File: config.mk
export PLATFORM = sky130hd
export DESIGN_NAME = dma_engine
export DESIGN_NICKNAME = d
export VERILOG_FILES = /design/src/rtl/dma_pkg.sv /design/src/rtl/dma_ctrl.sv /design/src/rtl/dma_datapath.sv /design/src/rtl/dma_engine.sv
export SDC_FILE = /design/constraint.sdc
export NUM_CORES = 1
export LEC_CHECK = 0
export BUFFER_PORTS_ARGS = -buffer_cell sky130_fd_sc_hd__buf_2
export CAP_MARGIN = 20
export CELL_PAD_IN_SITES_DETAIL_PLACEMENT = 0
export CELL_PAD_IN_SITES_GLOBAL_PLACEMENT = 1
export CORE_UTILIZATION = 39
export CTS_CLUSTER_SIZE = 20
export DETAILED_ROUTE_END_ITERATION = 6
export HOLD_SLACK_MARGIN = 0.02
export PLACE_DENSITY_LB_ADDON = 0.1
export REMOVE_ABC_BUFFERS = 1
export SLEW_MARGIN = 40
export SYNTH_ARGS = -nofsm -noshare
export SYNTH_HDL_FRONTEND = slang
export SYNTH_SLANG_ARGS = --single-unit
File: constraint.sdc
create_clock -name clk -period 4.7 [get_ports clk]
set_input_delay 0.235 -clock clk [delete_from_list [all_inputs] [get_ports clk]]
set_output_delay 0.235 -clock clk [all_outputs]
set_load 0.005 [all_outputs]
File: src/rtl/dma_pkg.sv
package dma_pkg;

  typedef enum logic [2:0] {
    ST_IDLE,
    ST_WAIT_DEV,
    ST_ASK_BUS,
    ST_READ,
    ST_WRITE
  } dmaState_t;

  // strobes from the sequencer to the datapath
  typedef struct packed {
    logic rdPhase;   // source read cycle, captures busRdata
    logic wrPhase;   // destination write cycle
    logic advance;   // step address and count
  } dpStrobe_t;

  localparam logic [1:0] SEL_CTRL = 2'd0;
  localparam logic [1:0] SEL_DEV  = 2'd1;
  localparam logic [1:0] SEL_MEM  = 2'd2;
  localparam logic [1:0] SEL_CNT  = 2'd3;

endpackage

File: src/rtl/dma_ctrl.sv
module dma_ctrl
  import dma_pkg::*;
(
  input  logic      clk,
  input  logic      rstN,
  input  logic      startReq,
  input  logic      statusRd,
  input  logic      cntZero,
  input  logic      lastWord,
  input  logic      steal,
  input  logic      dreq,
  input  logic      busGrant,
  output dpStrobe_t strobe,
  output logic      busReq,
  output logic      busRd,
  output logic      busWr,
  output logic      dack,
  output logic      busy,
  output logic      done
);

  dmaState_t state, stateNxt;
  logic      doneNxt;

  always_comb begin
    stateNxt = state;
    unique case (state)
      ST_IDLE:     if (startReq && !cntZero) stateNxt = ST_WAIT_DEV;
      ST_WAIT_DEV: if (dreq) stateNxt = ST_ASK_BUS;
      ST_ASK_BUS:  if (busGrant) stateNxt = ST_READ;
      ST_READ:     stateNxt = ST_WRITE;
      ST_WRITE: begin
        if (lastWord)   stateNxt = ST_IDLE;
        else if (steal) stateNxt = ST_WAIT_DEV;
        else            stateNxt = ST_READ;
      end
      default:     stateNxt = ST_IDLE;
    endcase
  end

  always_comb begin
    doneNxt = done;
    if (statusRd) doneNxt = 1'b0;
    if (state == ST_IDLE && startReq) doneNxt = cntZero;
    if (state == ST_WRITE && lastWord) doneNxt = 1'b1;
  end

  always_ff @(posedge clk) begin
    if (!rstN) begin
      state <= ST_IDLE;
      done  <= 1'b0;
    end else begin
      state <= stateNxt;
      done  <= doneNxt;
    end
  end

  assign busy           = (state != ST_IDLE);
  assign busReq         = (state == ST_ASK_BUS) || (state == ST_READ) || (state == ST_WRITE);
  assign busRd          = (state == ST_READ);
  assign busWr          = (state == ST_WRITE);
  assign dack           = (state == ST_WRITE);
  assign strobe.rdPhase = (state == ST_READ);
  assign strobe.wrPhase = (state == ST_WRITE);
  assign strobe.advance = (state == ST_WRITE);

endmodule

File: src/rtl/dma_datapath.sv
module dma_datapath
  import dma_pkg::*;
#(
  parameter int ADDR_W = 16,
  parameter int DATA_W = 32,
  parameter int CNT_W  = 16
) (
  input  logic              clk,
  input  logic              rstN,
  input  dpStrobe_t         strobe,
  input  logic              busy,
  input  logic              done,
  input  logic [1:0]        regSel,
  input  logic              regWr,
  input  logic [DATA_W-1:0] regWdata,
  output logic [DATA_W-1:0] regRdata,
  input  logic [DATA_W-1:0] busRdata,
  output logic [ADDR_W-1:0] busAddr,
  output logic              busIoSel,
  output logic [DATA_W-1:0] busWdata,
  output logic              cfgSteal,
  output logic              cntZero,
  output logic              lastWord
);

  localparam int STAT_W = 4;

  logic [ADDR_W-1:0] devAddr;
  logic [ADDR_W-1:0] memAddr;
  logic [CNT_W-1:0]  wordCnt;
  logic              cfgToMem;
  logic [DATA_W-1:0] dataHold;
  logic              progOk;

  assign progOk = regWr && !busy;

  always_ff @(posedge clk) begin
    if (!rstN) begin
      devAddr  <= '0;
      memAddr  <= '0;
      wordCnt  <= '0;
      cfgToMem <= 1'b0;
      cfgSteal <= 1'b0;
      dataHold <= '0;
    end else begin
      if (progOk) begin
        unique case (regSel)
          SEL_CTRL: begin
            cfgToMem <= regWdata[1];
            cfgSteal <= regWdata[2];
          end
          SEL_DEV: devAddr <= regWdata[ADDR_W-1:0];
          SEL_MEM: memAddr <= regWdata[ADDR_W-1:0];
          default: wordCnt <= regWdata[CNT_W-1:0];
        endcase
      end
      if (strobe.rdPhase) dataHold <= busRdata;
      if (strobe.advance) begin
        memAddr <= memAddr + ADDR_W'(1);
        wordCnt <= wordCnt - CNT_W'(1);
      end
    end
  end

  assign cntZero  = (wordCnt == '0);
  assign lastWord = (wordCnt == CNT_W'(1));
  assign busWdata = dataHold;

  // read phase hits the source, write phase the destination
  always_comb begin
    busIoSel = 1'b0;
    busAddr  = '0;
    if (strobe.rdPhase) begin
      busIoSel = cfgToMem;
      busAddr  = cfgToMem ? devAddr : memAddr;
    end else if (strobe.wrPhase) begin
      busIoSel = !cfgToMem;
      busAddr  = cfgToMem ? memAddr : devAddr;
    end
  end

  always_comb begin
    regRdata = '0;
    unique case (regSel)
      SEL_CTRL: regRdata[STAT_W-1:0] = {cfgSteal, cfgToMem, done, busy};
      SEL_DEV:  regRdata[ADDR_W-1:0] = devAddr;
      SEL_MEM:  regRdata[ADDR_W-1:0] = memAddr;
      default:  regRdata[CNT_W-1:0]  = wordCnt;
    endcase
  end

endmodule

File: src/rtl/dma_engine.sv
module dma_engine
  import dma_pkg::*;
#(
  parameter int ADDR_W = 16,
  parameter int DATA_W = 32,
  parameter int CNT_W  = 16
) (
  input  logic              clk,
  input  logic              rstN,
  input  logic [1:0]        regSel,
  input  logic              regWr,
  input  logic              regRd,
  input  logic [DATA_W-1:0] regWdata,
  output logic [DATA_W-1:0] regRdata,
  input  logic              dreq,
  output logic              dack,
  output logic              busReq,
  input  logic              busGrant,
  output logic [ADDR_W-1:0] busAddr,
  output logic              busIoSel,
  output logic              busRd,
  output logic              busWr,
  output logic [DATA_W-1:0] busWdata,
  input  logic [DATA_W-1:0] busRdata,
  output logic              irq
);

  dpStrobe_t strobe;
  logic      busy, done, cntZero, lastWord, cfgSteal;
  logic      startReq, statusRd;

  assign startReq = regWr && (regSel == SEL_CTRL) && regWdata[0] && !busy;
  assign statusRd = regRd && (regSel == SEL_CTRL);
  assign irq      = done;

  dma_ctrl u_ctrl (
    .clk      (clk),
    .rstN     (rstN),
    .startReq (startReq),
    .statusRd (statusRd),
    .cntZero  (cntZero),
    .lastWord (lastWord),
    .steal    (cfgSteal),
    .dreq     (dreq),
    .busGrant (busGrant),
    .strobe   (strobe),
    .busReq   (busReq),
    .busRd    (busRd),
    .busWr    (busWr),
    .dack     (dack),
    .busy     (busy),
    .done     (done)
  );

  dma_datapath #(
    .ADDR_W (ADDR_W),
    .DATA_W (DATA_W),
    .CNT_W  (CNT_W)
  ) u_dp (
    .clk      (clk),
    .rstN     (rstN),
    .strobe   (strobe),
    .busy     (busy),
    .done     (done),
    .regSel   (regSel),
    .regWr    (regWr),
    .regWdata (regWdata),
    .regRdata (regRdata),
    .busRdata (busRdata),
    .busAddr  (busAddr),
    .busIoSel (busIoSel),
    .busWdata (busWdata),
    .cfgSteal (cfgSteal),
    .cntZero  (cntZero),
    .lastWord (lastWord)
  );

endmodule

==> results.cfg <==
[status]
status = completed

[yosys]
synthFlopType = dfxtp_1
synth-compound-area-share = 0.263
yosys_warnings = 0
synth_cell_type_count = 60
synth_cells = 616
synthSimpleGateAreaFrac = 0.229
synthMuxAreaShare = 0.0515
synth_xor_area_frac = 0.00184
synth.most_common_cell = nand2_1
yosysTopAreaCell = dfxtp_1
synthesis.area_sq_um = 4760
synthAdderAreaFrac = 0.00789
ys_seq_area_frac = 0.362
syn_avg_cell_area_sq_um = 7.72
ys_top_cells_by_area = dfxtp_1 (36%), nand2_1 (10%), a21oi_1 (9.0%)
yosys_register_bits = 86
synth_top_family_by_area = compound AO/OA/AOI/OAI gates
synth_top_area_frac = 0.362
synth_commonest_cells = nand2_1 (133), a21oi_1 (86), dfxtp_1 (86)
synth-edff-count = 0
async_flop_share = 0

[die]
die_h_microns = 112
dieArea_sq_um = 12600
start_util = 0.408
rows = 39
die_x_microns = 112
ios = 158
core_sq_um = 11700

[pwr]
power_frac_seq = 0.481
intPower_mw = 1.19
p_leak_nw = 2.28
switchingPower_mw = 0.417
ir_worst_vdd_v = 0.000126
power_density_nw_per_um2 = 287
swShare = 0.260
p_comb_frac = 0.107
power_frac_clock = 0.412

[clock_network]
cts_tree = done
path_clk_slew_ps = 60
cts_resized = 0
cts_setup_buffers = 0
cts_hold_buf = 0
clock_latency_ps = 340
cts_buffer_depth = 2
htree_levels = 3
cts.sinks = 86
root_buffer = clkbuf_16
cts_buffers = 9

[min_path]
hold_path_class = in2reg
min_to = u_dp.busWdata[2]
hold_start = busRdata[2]
holdPathStages = 3

[worst_setup_path]
worst-r2r-setup-slack_ps = 1840
cp_max_fo = 35
end_kind = primary output
cp.required_ps = 4470
setup.worst_path.start_class = flop
crit_type = reg2out
startpoint = u_ctrl.state[2]
worstPathArrival_ps = 3000
rr_startpoint = u_ctrl.state[2]
rr_worst_depth = 5
reg2reg_to = u_dp.wordCnt[10]

[sta]
rsz0062_at_grt = no
setup_viol = 0
setup_tns_ps = 0
hold_ws_ps = 128
hold_viol = 0
setup_ws_ps = 1460
period_share = 0.689
worst_slew_pin_slew_ps = 838
finClkSkew_ps = 8.55
post-route-min-period_ps = 3240
fmax_ghz = 0.309
relSlewSlack = 0.437
final-max-slew-violation-count = 0

[global_routing]
grt_pass1_wl_mm = 23.1
grt_max_degree = 67
grtUsageTotal = 0.233
grt_overflow_total = 0
antenna_found_initial = 0
grt_pass1_vias = 4419

[route]
finalWirelength_mm = 14.7
wl_per_cell_microns = 17.3
firstDrtPassIters = 6
ant_nets = 0
drc = 0
vias_per_cell = 5.79
drt_iter0_drc = 327
vias = 4941

[placed_design]
dpl.hpwl_mm = 9.79
portBuffers = 125
dpl_worst_slack_ps = 1820
place.gp.congestion = 0.815
postPlaceCellArea_sq_um = 5320

[finish]
fin_nets = 780
num-fill-cells = 1208
final_layout_size_suffix_gt1_frac = 0.239
syn_to_final_growth_pct = 17.6
stdcell_area_sq_um = 5600
antenna_cells = 0

[job]
maxCapViolCount = 0
## registers in the layout, indices dropped and copies added, names as in the netlist
name           flops
u_dp.busWdata     32
u_dp.devAddr      16
u_dp.memAddr      16
u_dp.wordCnt      16
u_ctrl.state       3
u_ctrl.done        1
u_dp.cfgSteal      1
u_dp.cfgToMem      1
## layer usage
layer  GRT usage  vias up  wire length [microns]
li1            -     2404                      -
met1       0.314     2315                   6810
met3      0.0383       26                    820
met2       0.376      196                   6750
met5           0        -                      0
met4      0.0853        0                    337
## worst max-delay path by stage
stage,slack (ps),end,depth (start not counted)
final,1460,busAddr[2],6
after detailed placement,1820,busAddr[2],6
after CTS,1430,busAddr[2],6
after global routing,1270,busAddr[2],6
after global placement,1700,busAddr[2],6
after floorplan,2200,u_dp.wordCnt[10],5
## kinds of logic (layout without fill, tap and decap cells)
family                   Yosys count  after routing
adder cells (fa/ha/maj)            3              3
flip-flops                        86             86
buffers and inverters             81            160
other                              1             16
XOR/XNOR                           1              1
multiplexers                      18             18
AND/OR/NAND/NOR                  235            235
AO/OA/AOI/OAI                    191            191
## power by group through the flow
stage / registers (mW) / logic (mW) / clock network (mW)
floorplan: 0.779 / 0.0918 / 0
global placement: 0.786 / 0.170 / 0
detailed placement: 0.786 / 0.171 / 0
CTS: 0.770 / 0.172 / 0.677
global route: 0.774 / 0.190 / 0.706
finish: 0.771 / 0.172 / 0.661
## layout by cell type, fill, tap and decap left out, types with 3 or more instances in the layout
master and n:
nand2_1 133, buf_2 125, a21oi_1 86, dfxtp_1 85
nand3_1 22, a22oi_1 17, a221oi_1 17, nor2_1 17
conb_1 16, mux2_2 12, a22o_1 12, a31oi_1 12
nand4_1 12, o21ai_0 11, clkbuf_16 9, inv_1 8
buf_4 8, nor3_1 7, a2bb2oi_1 7, or3_1 6
and3_1 6, nand2b_1 5, nor4_1 5, mux4_2 4
and2_1 4, o211ai_1 4, and4_1 4, or4_1 3
a32oi_1 3, o311ai_0 3, a41oi_1 3, ha_1 3
clkbuf_1 3
## critical path, cell delays in order, from the launching register on
cell and delay (ps):
dfxtp_1 450, or3b_2 760, inv_2 570, buf_4 410, a22oi_1 110, a21oi_1 190, buf_2 140
## through the flow
step / instances / utilization / power (mW)
finish: 853 / 0.480 / 1.60
global route: 853 / 0.480 / 1.67
CTS: 853 / 0.480 / 1.62
detailed placement: 837 / 0.456 / 0.957
global placement: 837 / 0.456 / 0.956
floorplan: 561 / - / 0.871
## cell type report
type,count,area (sq um),area share
timing repair buffer,133,686,0.123
multi-input combinational,464,2690,0.481
tap,143,179,0.0320
clock buffer,13,250,0.0447
clock inverter,3,20.0,0.00358
sequential,86,1720,0.308
inverter,11,43.8,0.00783
No activity file was read; power rests on OpenSTA's default activity.
